[config.mk]
export PLATFORM = sky130hd
export DESIGN_NAME = pkt_crc_inserter
export DESIGN_NICKNAME = d
export VERILOG_FILES = /design/src/rtl/pci_pkg.sv /design/src/rtl/pci_crc8_acc.sv /design/src/rtl/pci_seg_counter.sv /design/src/rtl/pci_status.sv /design/src/rtl/pkt_crc_inserter.sv
export SDC_FILE = /design/constraint.sdc
export NUM_CORES = 1
export LEC_CHECK = 0
export BUFFER_PORTS_ARGS = -buffer_cell sky130_fd_sc_hd__buf_4
export CAP_MARGIN = 20
export CORE_MARGIN = 8
export CORE_UTILIZATION = 40
export CTS_CLUSTER_DIAMETER = 60
export DETAILED_ROUTE_END_ITERATION = 8
export PLACE_DENSITY = 0.63
export SLEW_MARGIN = 20
export SYNTH_ARGS = -nofsm -noshare
export SYNTH_HDL_FRONTEND = slang
export SYNTH_SLANG_ARGS = --single-unit
[constraint.sdc]
create_clock -name clk -period 3.6 [get_ports clk]
set_clock_uncertainty 0.15 [all_clocks]
set_input_delay 0.18 -clock clk [delete_from_list [all_inputs] [get_ports clk]]
set_output_delay 0.18 -clock clk [all_outputs]
set_load 0.005 [all_outputs]
[src/rtl/pci_pkg.sv]
// Package: shared types and the CRC byte step for the CRC inserter.
// Assumes byte-wide streams; the CRC polynomial is given in reflected form.
package pci_pkg;
    localparam int BYTE_W = 8;
    localparam logic [BYTE_W-1:0] CRC_POLY_REFL = 8'hE0;
    localparam logic [BYTE_W-1:0] CRC_INIT      = 8'h00;

    typedef enum logic [2:0] {
        ST_IDLE = 3'd0,
        ST_HDR  = 3'd1,
        ST_HCRC = 3'd2,
        ST_DAT  = 3'd3,
        ST_DCRC = 3'd4,
        ST_DONE = 3'd5
    } seq_state_t;

    // One byte through the LSB-first CRC.
    function automatic logic [BYTE_W-1:0] crc_byte_step(
        input logic [BYTE_W-1:0] crc_in,
        input logic [BYTE_W-1:0] data_in
    );
        logic [BYTE_W-1:0] c;
        c = crc_in ^ data_in;
        for (int i = 0; i < BYTE_W; i++) begin
            c = c[0] ? ((c >> 1) ^ CRC_POLY_REFL) : (c >> 1);
        end
        return c;
    endfunction
endpackage

[src/rtl/pci_crc8_acc.sv]
// Module: CRC accumulator. Clears to the initial value on clr and folds in
// one byte per cycle when en is high. clr wins over en.
module pci_crc8_acc (
    input  logic                       clk,
    input  logic                       rst_n,
    input  logic                       clr,
    input  logic                       en,
    input  logic [pci_pkg::BYTE_W-1:0] din,
    output logic [pci_pkg::BYTE_W-1:0] crc
);
    logic [pci_pkg::BYTE_W-1:0] crc_q;

    // Holds the running CRC of the current segment.
    always_ff @(posedge clk) begin
        if (!rst_n || clr) crc_q <= pci_pkg::CRC_INIT;
        else if (en)       crc_q <= pci_pkg::crc_byte_step(crc_q, din);
    end

    assign crc = crc_q;
endmodule

[src/rtl/pci_seg_counter.sv]
// Module: segment byte counter. Counts accepted bytes of one segment and
// flags the final byte. Assumes len is non-zero whenever last is used.
module pci_seg_counter #(
    parameter int W = 8
) (
    input  logic         clk,
    input  logic         rst_n,
    input  logic         clr,
    input  logic         inc,
    input  logic [W-1:0] len,
    output logic [W-1:0] cnt,
    output logic         last
);
    logic [W-1:0] cnt_q;

    // Byte index within the segment.
    always_ff @(posedge clk) begin
        if (!rst_n || clr) cnt_q <= '0;
        else if (inc)      cnt_q <= cnt_q + W'(1);
    end

    assign cnt  = cnt_q;
    assign last = (cnt_q == (len - W'(1)));
endmodule

[src/rtl/pci_status.sv]
// Module: completion status. Records a link error seen while the packet is
// busy and reports it during the one-cycle done state.
module pci_status (
    input  logic clk,
    input  logic rst_n,
    input  logic start,
    input  logic busy,
    input  logic done,
    input  logic link_err,
    input  logic irq_en,
    output logic sts_valid,
    output logic sts_sent,
    output logic sts_link_err,
    output logic irq_pulse
);
    logic err_q;

    // Sticky error flag, cleared when a new packet is accepted.
    always_ff @(posedge clk) begin
        if (!rst_n || start)     err_q <= 1'b0;
        else if (busy && link_err) err_q <= 1'b1;
    end

    assign sts_valid    = done;
    assign sts_sent     = done && !err_q;
    assign sts_link_err = done && err_q;
    assign irq_pulse    = done && irq_en;
endmodule

[src/rtl/pkt_crc_inserter.sv]
// Module: header/data CRC inserter. Streams the header, an optional header
// CRC, the data and an optional data CRC, marks the last byte, then gives
// one status cycle. Assumes sources hold a byte stable while it is offered.
module pkt_crc_inserter #(
    parameter int HLEN_W = 8,
    parameter int DLEN_W = 16,
    parameter int SKIP_W = 4
) (
    input  logic                       clk,
    input  logic                       rst_n,
    input  logic                       cmd_valid,
    output logic                       cmd_ready,
    input  logic [HLEN_W-1:0]          cmd_hdr_len,
    input  logic [DLEN_W-1:0]          cmd_dat_len,
    input  logic                       cmd_hcrc_en,
    input  logic                       cmd_dcrc_en,
    input  logic [SKIP_W-1:0]          cmd_skip,
    input  logic                       cmd_irq_en,
    input  logic                       hdr_valid,
    output logic                       hdr_ready,
    input  logic [pci_pkg::BYTE_W-1:0] hdr_byte,
    input  logic                       dat_valid,
    output logic                       dat_ready,
    input  logic [pci_pkg::BYTE_W-1:0] dat_byte,
    output logic                       out_valid,
    input  logic                       out_ready,
    output logic [pci_pkg::BYTE_W-1:0] out_byte,
    output logic                       out_last,
    input  logic                       link_err,
    output logic                       sts_valid,
    output logic                       sts_sent,
    output logic                       sts_link_err,
    output logic                       irq_pulse
);
    import pci_pkg::*;

    seq_state_t st_q, st_d;

    logic [HLEN_W-1:0] hlen_q;
    logic [DLEN_W-1:0] dlen_q;
    logic [SKIP_W-1:0] skip_q;
    logic              hcrc_q, dcrc_q, irq_q;

    logic              cmd_fire, hdr_fire, dat_fire;
    logic [HLEN_W-1:0] hdr_cnt;
    logic [DLEN_W-1:0] dat_cnt;
    logic              hdr_last, dat_last;
    logic              crc_clr, crc_en;
    logic [BYTE_W-1:0] crc_val, crc_din;
    seq_state_t        first_st, after_hdr, after_hcrc, after_dat;

    assign cmd_ready = (st_q == ST_IDLE);
    assign cmd_fire  = cmd_valid && cmd_ready;
    assign hdr_ready = (st_q == ST_HDR) && out_ready;
    assign dat_ready = (st_q == ST_DAT) && out_ready;
    assign hdr_fire  = hdr_valid && hdr_ready;
    assign dat_fire  = dat_valid && dat_ready;

    // Latches the per-packet command fields.
    always_ff @(posedge clk) begin
        if (!rst_n) begin
            hlen_q <= '0;
            dlen_q <= '0;
            skip_q <= '0;
            hcrc_q <= 1'b0;
            dcrc_q <= 1'b0;
            irq_q  <= 1'b0;
        end else if (cmd_fire) begin
            hlen_q <= cmd_hdr_len;
            dlen_q <= cmd_dat_len;
            skip_q <= cmd_skip;
            hcrc_q <= cmd_hcrc_en;
            dcrc_q <= cmd_dcrc_en;
            irq_q  <= cmd_irq_en;
        end
    end

    // Picks the segment that follows each phase, skipping empty ones.
    always_comb begin
        if (cmd_hdr_len != '0)      first_st = ST_HDR;
        else if (cmd_dat_len != '0) first_st = ST_DAT;
        else                        first_st = ST_DONE;
        after_hcrc = (dlen_q != '0) ? ST_DAT : ST_DONE;
        after_hdr  = hcrc_q ? ST_HCRC : after_hcrc;
        after_dat  = dcrc_q ? ST_DCRC : ST_DONE;
    end

    // Packet sequencer next state.
    always_comb begin
        st_d = st_q;
        case (st_q)
            ST_IDLE: if (cmd_valid)             st_d = first_st;
            ST_HDR:  if (hdr_fire && hdr_last)  st_d = after_hdr;
            ST_HCRC: if (out_ready)             st_d = after_hcrc;
            ST_DAT:  if (dat_fire && dat_last)  st_d = after_dat;
            ST_DCRC: if (out_ready)             st_d = ST_DONE;
            ST_DONE:                            st_d = ST_IDLE;
            default:                            st_d = ST_IDLE;
        endcase
    end

    // Sequencer state register.
    always_ff @(posedge clk) begin
        if (!rst_n) st_q <= ST_IDLE;
        else        st_q <= st_d;
    end

    pci_seg_counter #(.W(HLEN_W)) u_hdr_cnt (
        .clk(clk), .rst_n(rst_n), .clr(cmd_fire), .inc(hdr_fire),
        .len(hlen_q), .cnt(hdr_cnt), .last(hdr_last)
    );

    pci_seg_counter #(.W(DLEN_W)) u_dat_cnt (
        .clk(clk), .rst_n(rst_n), .clr(cmd_fire), .inc(dat_fire),
        .len(dlen_q), .cnt(dat_cnt), .last(dat_last)
    );

    // CRC restarts per packet and again on entry to the data segment.
    assign crc_clr = cmd_fire || ((st_d == ST_DAT) && (st_q != ST_DAT));
    assign crc_en  = (hdr_fire && (hdr_cnt >= HLEN_W'(skip_q))) || dat_fire;
    assign crc_din = (st_q == ST_HDR) ? hdr_byte : dat_byte;

    pci_crc8_acc u_crc (
        .clk(clk), .rst_n(rst_n), .clr(crc_clr), .en(crc_en),
        .din(crc_din), .crc(crc_val)
    );

    // Output byte mux and end-of-packet marking.
    always_comb begin
        out_valid = 1'b0;
        out_byte  = '0;
        out_last  = 1'b0;
        case (st_q)
            ST_HDR: begin
                out_valid = hdr_valid;
                out_byte  = hdr_byte;
                out_last  = hdr_last && !hcrc_q && (dlen_q == '0);
            end
            ST_HCRC: begin
                out_valid = 1'b1;
                out_byte  = crc_val;
                out_last  = (dlen_q == '0);
            end
            ST_DAT: begin
                out_valid = dat_valid;
                out_byte  = dat_byte;
                out_last  = dat_last && !dcrc_q;
            end
            ST_DCRC: begin
                out_valid = 1'b1;
                out_byte  = crc_val;
                out_last  = 1'b1;
            end
            default: ;
        endcase
    end

    pci_status u_sts (
        .clk(clk), .rst_n(rst_n), .start(cmd_fire),
        .busy((st_q != ST_IDLE) && (st_q != ST_DONE)),
        .done(st_q == ST_DONE), .link_err(link_err), .irq_en(irq_q),
        .sts_valid(sts_valid), .sts_sent(sts_sent),
        .sts_link_err(sts_link_err), .irq_pulse(irq_pulse)
    );
endmodule

# --- Word level (Yosys, flattened, before mapping) ---
# Index checks and enable logic that the tools add are counted.
totals:
  ff_bits: 67
  in_bits: 54
  out_inout_bits: 17
  wordCells: 90
op_classes:
  n_addsub: 4
  magnitude_cmp: 1
  n_eq_ne: 10
  n_mux: 23
  bitwise_logic: 9
  n_reduce_logical: 32
ops:
  columns: ["cell", "n"]
  rows:
  - ["$mux 8", 9]
  - ["$reduce_bool 16->1", 2]
  - ["$mux 3", 9]
  - ["$not 2->3", 8]
  - ["$pmux 8 s3", 1]
  - ["$logic_and 1x1->1", 17]
  - ["$add 16x1->16 const B", 1]
  - ["$eq 16x16->1", 1]
  - ["$logic_not 16->1", 1]
  - ["$sub 16x1->16 const B", 1]
  - ["$pmux 3 s5", 1]
  - ["$eq 3x2->1 const B", 3]
  - ["$add 8x1->8 const B", 1]
  - ["$eq 8x8->1", 1]
  - ["$ge 8x4->1", 1]
  - ["$reduce_bool 8->1", 1]
  - ["$sub 8x1->8 const B", 1]
  - ["$xor 8x8->8", 1]
  - ["$eq 3x3->1 const B", 2]
  - ["$logic_not 1->1", 4]
  - ["$logic_or 1x1->1", 4]
  - ["$pmux 1 s4", 1]
  - ["$eq 3x1->1 const B", 1]
  - ["$logic_not 3->1", 1]
  - ["6 further kinds", 6]

# --- Depth between registers and ports, before layout ---
# Gate-level depths: netlist (run 1).
logic_depth:
  depth_word: 19
  ltp_mapped: 11
  depth_no_buf: 9

# --- Modules after synthesis ---
# From an unflattened synthesis (run 1), not the netlist that was laid out.
hier_totals:
  hier_cells: 567
  area_unflattened_um2: 4566.9
modules_own_cells:
  columns: ["module", "n_inst", "cells_per_inst", "area_per_inst_um2", "seq_area_each_um2"]
  rows:
  - ["pkt_crc_inserter", 1, 272, 2078.2, 680.7]
  - ["pci_seg_counter at u_dat_cnt", 1, 161, 1239.9, 320.3]
  - ["pci_crc8_acc", 1, 56, 593.1, 160.2]
  - ["pci_seg_counter at u_hdr_cnt", 1, 71, 588.1, 160.2]
  - ["pci_status", 1, 7, 67.6, 20.0]

# --- Least setup slack after synthesis (run 1) ---
# Ideal clock, no wire load.
synth_path:
  kind: "register -> output"
  startpoint: "register dlen_q[0]"
  endpoint: "output out_last"
  arrival_ns: 2.538
  required_ns: 3.270
  slack_ns: 0.732
  stages_incl_launch_ff: 12
  n_path_buf: 2
  path_cell_list: "dfxtp_1 > buf_2 > inv_1 > ha_1 > clkbuf_1 > or3b_2 > nor3_1 > a2111oi_0 > nor3_1 > nor4_1 > nand2_1 > or3b_2"
synth_between:
  elab_chain_cells: 4
  elab_cells_between_ends: 6
  classes_between: "add/sub: 1; eq/ne: 1; mux: 1; reduce/logical: 3"
synth_rtl:
  columns: ["item", "line_no", "text"]
  rows:
  - ["start: declaration", "pkt_crc_inserter.sv:40", "logic [DLEN_W-1:0] dlen_q;"]
  - ["start signal: assignment", "pkt_crc_inserter.sv:70", "dlen_q <= cmd_dat_len;"]
  - ["$sub 16x1->16", "pci_seg_counter.sv:23", "assign last = (cnt_q == (len - W'(1)));"]
  - ["$eq 16x16->1", "pci_seg_counter.sv:23", null]
  - ["$logic_and 1x1->1", "pkt_crc_inserter.sv:147", "out_last = dat_last && !dcrc_q;"]
  - ["$pmux 1 s4 (*)", "pkt_crc_inserter.sv:133", "case (st_q)"]
  - ["end: declaration", "pkt_crc_inserter.sv:28", "output logic out_last,"]
# Every way passes the cells marked *; elsewhere a longest branch is shown, timed or not.

# --- Worst setup path after layout (run 1) ---
# Ends and elaborated chain as after synthesis.

==> results.json, run 1 <==
{
  "start_kind": "flop",
  "drc": 0,
  "die_w_um": 121.1,
  "wl_per_cell_um": 15.13,
  "placed_area_sq_um": 5047,
  "ios": 71,
  "crit_type": "reg2out",
  "drt-total-wl_mm": 11.80,
  "grtUsageTotal_pct": 16.44,
  "required_ns": 3.27,
  "routabilityCongestion": 0.8596,
  "multiInputGateArea_sq_um": 2917,
  "rsz0062_at_grt": "no",
  "start_util_pct": 40.96,
  "viasPerCell": 5.390,
  "cts.clk_slew.worst_paths_ns": 0.07,
  "antenna_found_initial": 0,
  "drt_iter0_markers": 319,
  "post-route-util_pct": 51.40,
  "fin_nets": 698,
  "clk_latency_ns": 0.34,
  "hpwl_mm": 8.779,
  "holdPathStages": 2,
  "dp_cells": 733,
  "antenna_left": 0,
  "cts_tree": "yes",
  "htreeDepth": 3,
  "cts.sinks": 67,
  "fin_area_sq_um": 5548,
  "syn_inst": 549,
  "ir_drop_mv": 0.2037,
  "area_growth_pct": 25.50,
  "finalCriticalPeriod_ns": 3.337,
  "fin_tns_setup_ns": 0,
  "ys_seq_elements": 67,
  "cp_max_fo": 9,
  "rows": 38,
  "synthesis.area_sq_um": 4420,
  "r2r_cells": 9,
  "fillers": 1027,
  "cap_violations": 0,
  "slew_violations": 0,
  "max_freq_mhz": 299.7,
  "cts.path.max_buffers": 2,
  "p_leak_nw": 2.114,
  "finalNonFillerCells": 780,
  "async_flop_share_pct": 0,
  "grt_pass1_vias": 4027,
  "synth.distinct_cells": 66,
  "cp.arrival_ns": 3.01,
  "die_h_um": 121.1,
  "status": "finished, final reports clean",
  "fin_ws_ns": 0.2632,
  "endpoint_kind": "primary output",
  "tightest_slew_ns": 0.7344,
  "final_hold_viol_count": 0,
  "ys_seq_area_share_pct": 30.34,
  "clock-root-buffer": "clkbuf_8",
  "synthesis.nets": 611,
  "hold-worst-slack_ns": 0.06994,
  "core_area_sq_um": 10790,
  "port_buffers": 70,
  "post-place-ws_ns": 0.4537,
  "setup_viol": 0,
  "cts_buffers": 9,
  "vias": 4204,
  "final_layout_size_suffix_gt1_share_pct": 18.13,
  "finalCritPeriodShare_pct": 92.69,
  "hp-class": "in2reg",
  "drt_pass1_iterations": 5,
  "regArea_sq_um": 1341,
  "fp.dieArea_sq_um": 14670,
  "n_antenna_cell": 0,
  "overflow": 0,
  "synth_edf_count": 0,
  "p_total_mw": 1.827,
  "timing.slew.headroom_pct": 50.71,
  "grt_pass1_wl_mm": 19.73,
  "synth_ff_type": "dfxtp_1",
  "power_density_nw_per_um2": 329.3,
  "grt_max_degree": 36,
  "synth_area_per_cell_sq_um": 8.052,
  "postCtsSetupBuffers": 0,
  "yosysWarnings": 0
}
-- worst paths after layout --
kind | startpoint | endpoint | slack [ns]
worst max register to register | hlen_q[0] | u_crc.crc[1] | 0.49
worst min-delay path | rst_n | st_q[1] | 0.07
worst max-delay path | dlen_q[0] | out_last | 0.26
worst min register to register | irq_q | irq_q | 0.31
-- flip-flops by register name (all words and copies together) (netlist names) --
name,cells
hcrc_q,1
skip_q,4
dlen_q,16
dcrc_q,1
u_crc.crc,8
irq_q,1
st_q,3
hlen_q,8
u_hdr_cnt.cnt,8
u_sts.err_q,1
u_dat_cnt.cnt,16
-- Yosys cell counts, drive strengths merged, types with 2 or more instances --
cell type	number	area [sq um]
inv	13	48.80
a211oi	6	45.04
a41oi	2	17.52
a31o	2	17.52
nand4	12	81.33
dfxtp	67	1341
nor2	41	153.9
mux2i	24	240.2
nor2b	3	18.77
a221oi	3	38.79
and2	3	18.77
ha	8	100.1
nand3	18	90.09
nand2	81	304.0
nand2b	5	31.28
or3	12	81.33
or2	2	12.51
a2111oi	2	36.29
nor3	19	95.09
o32ai	2	17.52
or4b	2	20.02
a21o	2	15.01
nand4b	2	17.52
or4	3	26.27
nor4	14	102.6
clkbuf	25	93.84
or3b	2	17.52
a21oi	11	55.05
o21ai	20	111.4
buf	8	42.54
xnor2	44	385.4
xor2	28	245.2
nor3b	3	22.52
a211o	2	17.52
a21boi	33	247.7
and3	4	25.02
and4	4	35.03
-- worst max-delay path, stage by stage, from the launching register on --
cell	delay [ns]
dfxtp_1	0.39
inv_1	0.09
ha_2	0.26
or3b_2	0.49
nor3_1	0.21
a2111oi_0	0.11
nor3_2	0.28
nor4_1	0.13
nand2_1	0.08
or3b_2	0.46
buf_4	0.15
-- layer usage --
layer / vias to the layer above / wire length, um / GRT usage, %
li1: 2110 / - / -
met1: 1942 / 5704 / 22.53
met5: - / 0 / 0
met3: 18 / 737 / 2.885
met2: 134 / 5107 / 24.49
met4: 0 / 251 / 7.572
-- power breakdown --
group,total [mW],internal (mW),switching [mW]
Combinational,0.469,0.231,0.237
Clock,0.554,0.261,0.293
Sequential,0.804,0.767,0.0370
-- what timing repair did --
item,in CTS,in global routing
hold endpoints to repair,32,0
hold buffers,32,0
gates resized for setup,0,3
setup endpoints to repair,0,1
-- final cells by class --
cell class / instances / share of cell area (%)
clock inverters: 5 / 0.5413
multi-input cells: 436 / 52.57
repair buffers: 109 / 16.19
well taps: 140 / 3.157
inverters: 13 / 0.8796
flip-flops and latches: 67 / 24.18
clock buffers: 10 / 2.481
-- kinds of logic (layout without fill, tap and decap cells) --
logic type	count (synthesis)	count (layout)	share of synthesized area, %
adder cells (fa/ha/maj)	8	8	2.264
AO/OA/AOI/OAI	99	99	16.81
flip-flops	67	67	30.34
XOR/XNOR	72	72	14.27
AND/OR/NAND/NOR	233	233	26.69
buffers and inverters	46	137	4.189
multiplexers	24	24	5.434
-- placed cells by master, fill, tap and decap left out, drive strengths merged, types with 3 or more instances in the layout --
cell	n
clkinv	3
or4	3
inv	13
dfxtp	67
and3	4
o21ai	20
xnor2	44
nor4	14
a211oi	6
nor3	19
nor2b	3
a221oi	3
and4	4
nor2	41
nand2b	5
ha	8
nand2	81
xor2	28
buf	77
a21boi	33
nand3	18
a21oi	11
clkbuf	10
mux2i	24
and2	3
or3	12
nand4	12
dlygate4sd3	32
nor3b	3
(Power assumes the default switching activity.)
==> run 2, diff against run 1 <==
Settings changed: ABC_AREA set to 1, CAP_MARGIN 20 to unset.
Clock period 3.6 ns to 4.1 ns, I/O delays scaled along.
==> results.json, run 2 <==
{
  "clock-root-buffer": "clkbuf_8",
  "cp.arrival_ns": 2.42,
  "synthesis.nets": 753,
  "yosys.area.top_type": "dfxtp_1",
  "post-place-ws_ns": 1.454,
  "drt_pass1_iterations": 5,
  "async_flop_share_pct": 0,
  "antenna_found_initial": 0,
  "port_buffers": 70,
  "slowest_stage": "o311ai_0",
  "cap_violations": 0,
  "tightest_slew_ns": 0.8906,
  "cts.sinks": 67,
  "top_usage_layer": "met2",
  "cts.clk_slew.worst_paths_ns": 0.07,
  "crit_path_cell_trace": "inv_2 -> ha_1 -> nand3_1 -> nor2_2 -> nand2_1 -> inv_1 -> nand2_1 -> nor2_1 -> inv_1 -> o311ai_0 -> buf_4",
  "required_ns": 3.74,
  "rows": 38,
  "antenna_left": 0,
  "ctsHoldBuffers": 27,
  "setup_viol": 0,
  "cts_tree": "yes",
  "crit_type": "reg2out",
  "timing.slew.headroom_pct": 40.56,
  "area_growth_pct": 25.87,
  "timing.reg2reg.setup_slack_ns": 1.38,
  "cts_buffers": 9,
  "status": "finished, final reports clean",
  "start_kind": "flop",
  "viasPerCell": 4.973,
  "vias": 4635,
  "start_util_pct": 40.60,
  "drt_iter0_markers": 313,
  "post-route-util_pct": 51.10,
  "holdCritStartpoint": "cmd_hdr_len[1]",
  "die_h_um": 120.2,
  "final_common_cell": "nand2_1",
  "max_stage_delay_ns": 0.43,
  "slew_violations": 0,
  "hpwl_mm": 9.469,
  "grtUsageTotal_pct": 17.45,
  "ys_seq_elements": 67,
  "endpoint_kind": "primary output",
  "final_hold_viol_count": 0,
  "p_leak_nw": 2.452,
  "cp_max_fo": 4,
  "power_frac_seq_pct": 41.5,
  "htreeDepth": 3,
  "hold-worst-slack_ns": 0.008836,
  "grt.met1_usage_pct": 21.65,
  "grt_pass1_wl_mm": 20.64,
  "p_int_mw": 1.147,
  "grtUsageMet2_pct": 28.33,
  "synthTopCellsByCount": "171 x nand2_1, 95 x inv_1, 86 x nor2_1",
  "synthDominantCellAreaShare_pct": 30.88,
  "fin_area_sq_um": 5466,
  "drt-total-wl_mm": 12.45,
  "wl_per_cell_um": 13.35,
  "synth_ff_type": "dfxtp_1",
  "core_area_sq_um": 10700,
  "die_w_um": 120.2,
  "routabilityCongestion": 0.8646,
  "synth_area_per_cell_sq_um": 6.285,
  "holdPathStages": 3,
  "fin_ws_ns": 1.325,
  "ios": 71,
  "finalCritPeriodShare_pct": 67.68,
  "synth_edf_count": 0,
  "placed_area_sq_um": 5001,
  "hp-class": "in2reg",
  "rsz0062_at_grt": "no",
  "power_density_nw_per_um2": 307.3,
  "clk_latency_ns": 0.36,
  "cts_repair_resize_count": 0,
  "final_cell_mix": "171 x nand2_1, 95 x inv_1, 86 x nor2_1",
  "rr_startpoint": "st_q[1]",
  "synth.most_common_cell": "nand2_1",
  "yosysWarnings": 0,
  "fin_nets": 849,
  "grt_util_met3_pct": 5.082,
  "fp.dieArea_sq_um": 14450,
  "synth_area_leaders": "dfxtp_1 31%, nand2_1 15%, inv_1 8.2%",
  "combPwrFrac_pct": 24.8,
  "switching_power_uw": 533.5,
  "n_antenna_cell": 0,
  "min_to": "hlen_q[1]",
  "cts.path.max_buffers": 2,
  "fin_tns_setup_ns": 0,
  "final_layout_size_suffix_gt1_share_pct": 14.52,
  "synthesis.area_sq_um": 4343,
  "grt_max_degree": 34,
  "synth.distinct_cells": 38,
  "grt_pass1_vias": 4352,
  "ys_seq_area_share_pct": 30.88,
  "postCtsSetupBuffers": 0,
  "p_clk_share_pct": 33.6,
  "ir_drop_mv": 0.2049,
  "drc": 0,
  "p_sw_share_pct": 31.76,
  "finalCriticalPeriod_ns": 2.775,
  "r2r-end": "u_crc.crc[2]",
  "syn_inst": 691,
  "overflow": 0,
  "r2r_cells": 13,
  "max_freq_mhz": 360.4
}
## run 2: cell types whose count changed in the layout (fill, tap and decap cells not counted), moves of 19 or more
cell	delta
a21boi_0	-31
a21oi_1	+47
inv_1	+82
mux2i_1	-24
nand2_1	+90
nand3_1	+26
nor2_1	+45
o21ai_0	+19
xnor2_1	-29
## run 2: critical path, delay by kind of cell (launching register included)
family	cells	cell delay, ns
AOI/OAI and AO/OA	1	0.43
adders and majority gates	1	0.20
buffers and inverters	4	0.41
DFF	1	0.32
and+or+nand+nor	5	0.70
## run 2: worst max-delay path by stage
stage | slack [ns] | endpoint | depth (start not counted) | startpoint
3_5_place_dp | 1.45 | u_hdr_cnt.cnt[6] | 13 | st_q[0]
2_1_floorplan | 2.16 | out_last | 10 | dlen_q[0]
4_1_cts | 1.30 | out_last | 11 | dlen_q[0]
6_report | 1.32 | out_last | 11 | dlen_q[0]
3_3_place_gp | 1.57 | u_crc.crc[3] | 12 | st_q[0]
5_1_grt | 1.07 | out_last | 11 | dlen_q[1]
## run 2: final cells by class
type	count	area, sq um
multi-input combinational	507	2554
clock inverter	4	50.05
fill	1077	5231
timing repair buffer	100	818.3
clock buffer	12	145.1
tap	140	175.2
sequential	67	1341
inverter	102	382.9
## run 2: logic make-up (layout without fill, tap and decap cells)
group | after synthesis | in the layout | synth area share [%]
AO/OA/AOI/OAI | 122 | 122 | 15.62
XOR/XNOR | 33 | 33 | 7.001
adder cells (fa/ha/maj) | 8 | 8 | 2.305
flip-flops | 67 | 67 | 30.88
AND/OR/NAND/NOR | 344 | 344 | 33.88
buffers and inverters | 117 | 218 | 10.31
## run 2: metrics by stage
step                      std cells  power, mW
after global routing            932      1.784
after floorplan                 691     0.9835
after detailed placement        889      1.107
after global placement          889      1.099
final                           932      1.680
after CTS                       932      1.693
## run 2: per-layer routing
layer / vias up / routed length, um
li1: 2407 / -
met5: - / 0
met2: 117 / 5738
met1: 2090 / 5737
met3: 21 / 736
met4: 0 / 233
## run 2: power groups by stage
stage,registers (mW),clock network [mW],logic [mW]
2_1_floorplan,0.707,0,0.277
3_3_place_gp,0.712,0,0.387
3_5_place_dp,0.713,0,0.394
4_1_cts,0.698,0.579,0.417
5_1_grt,0.702,0.609,0.474
6_report,0.698,0.565,0.417
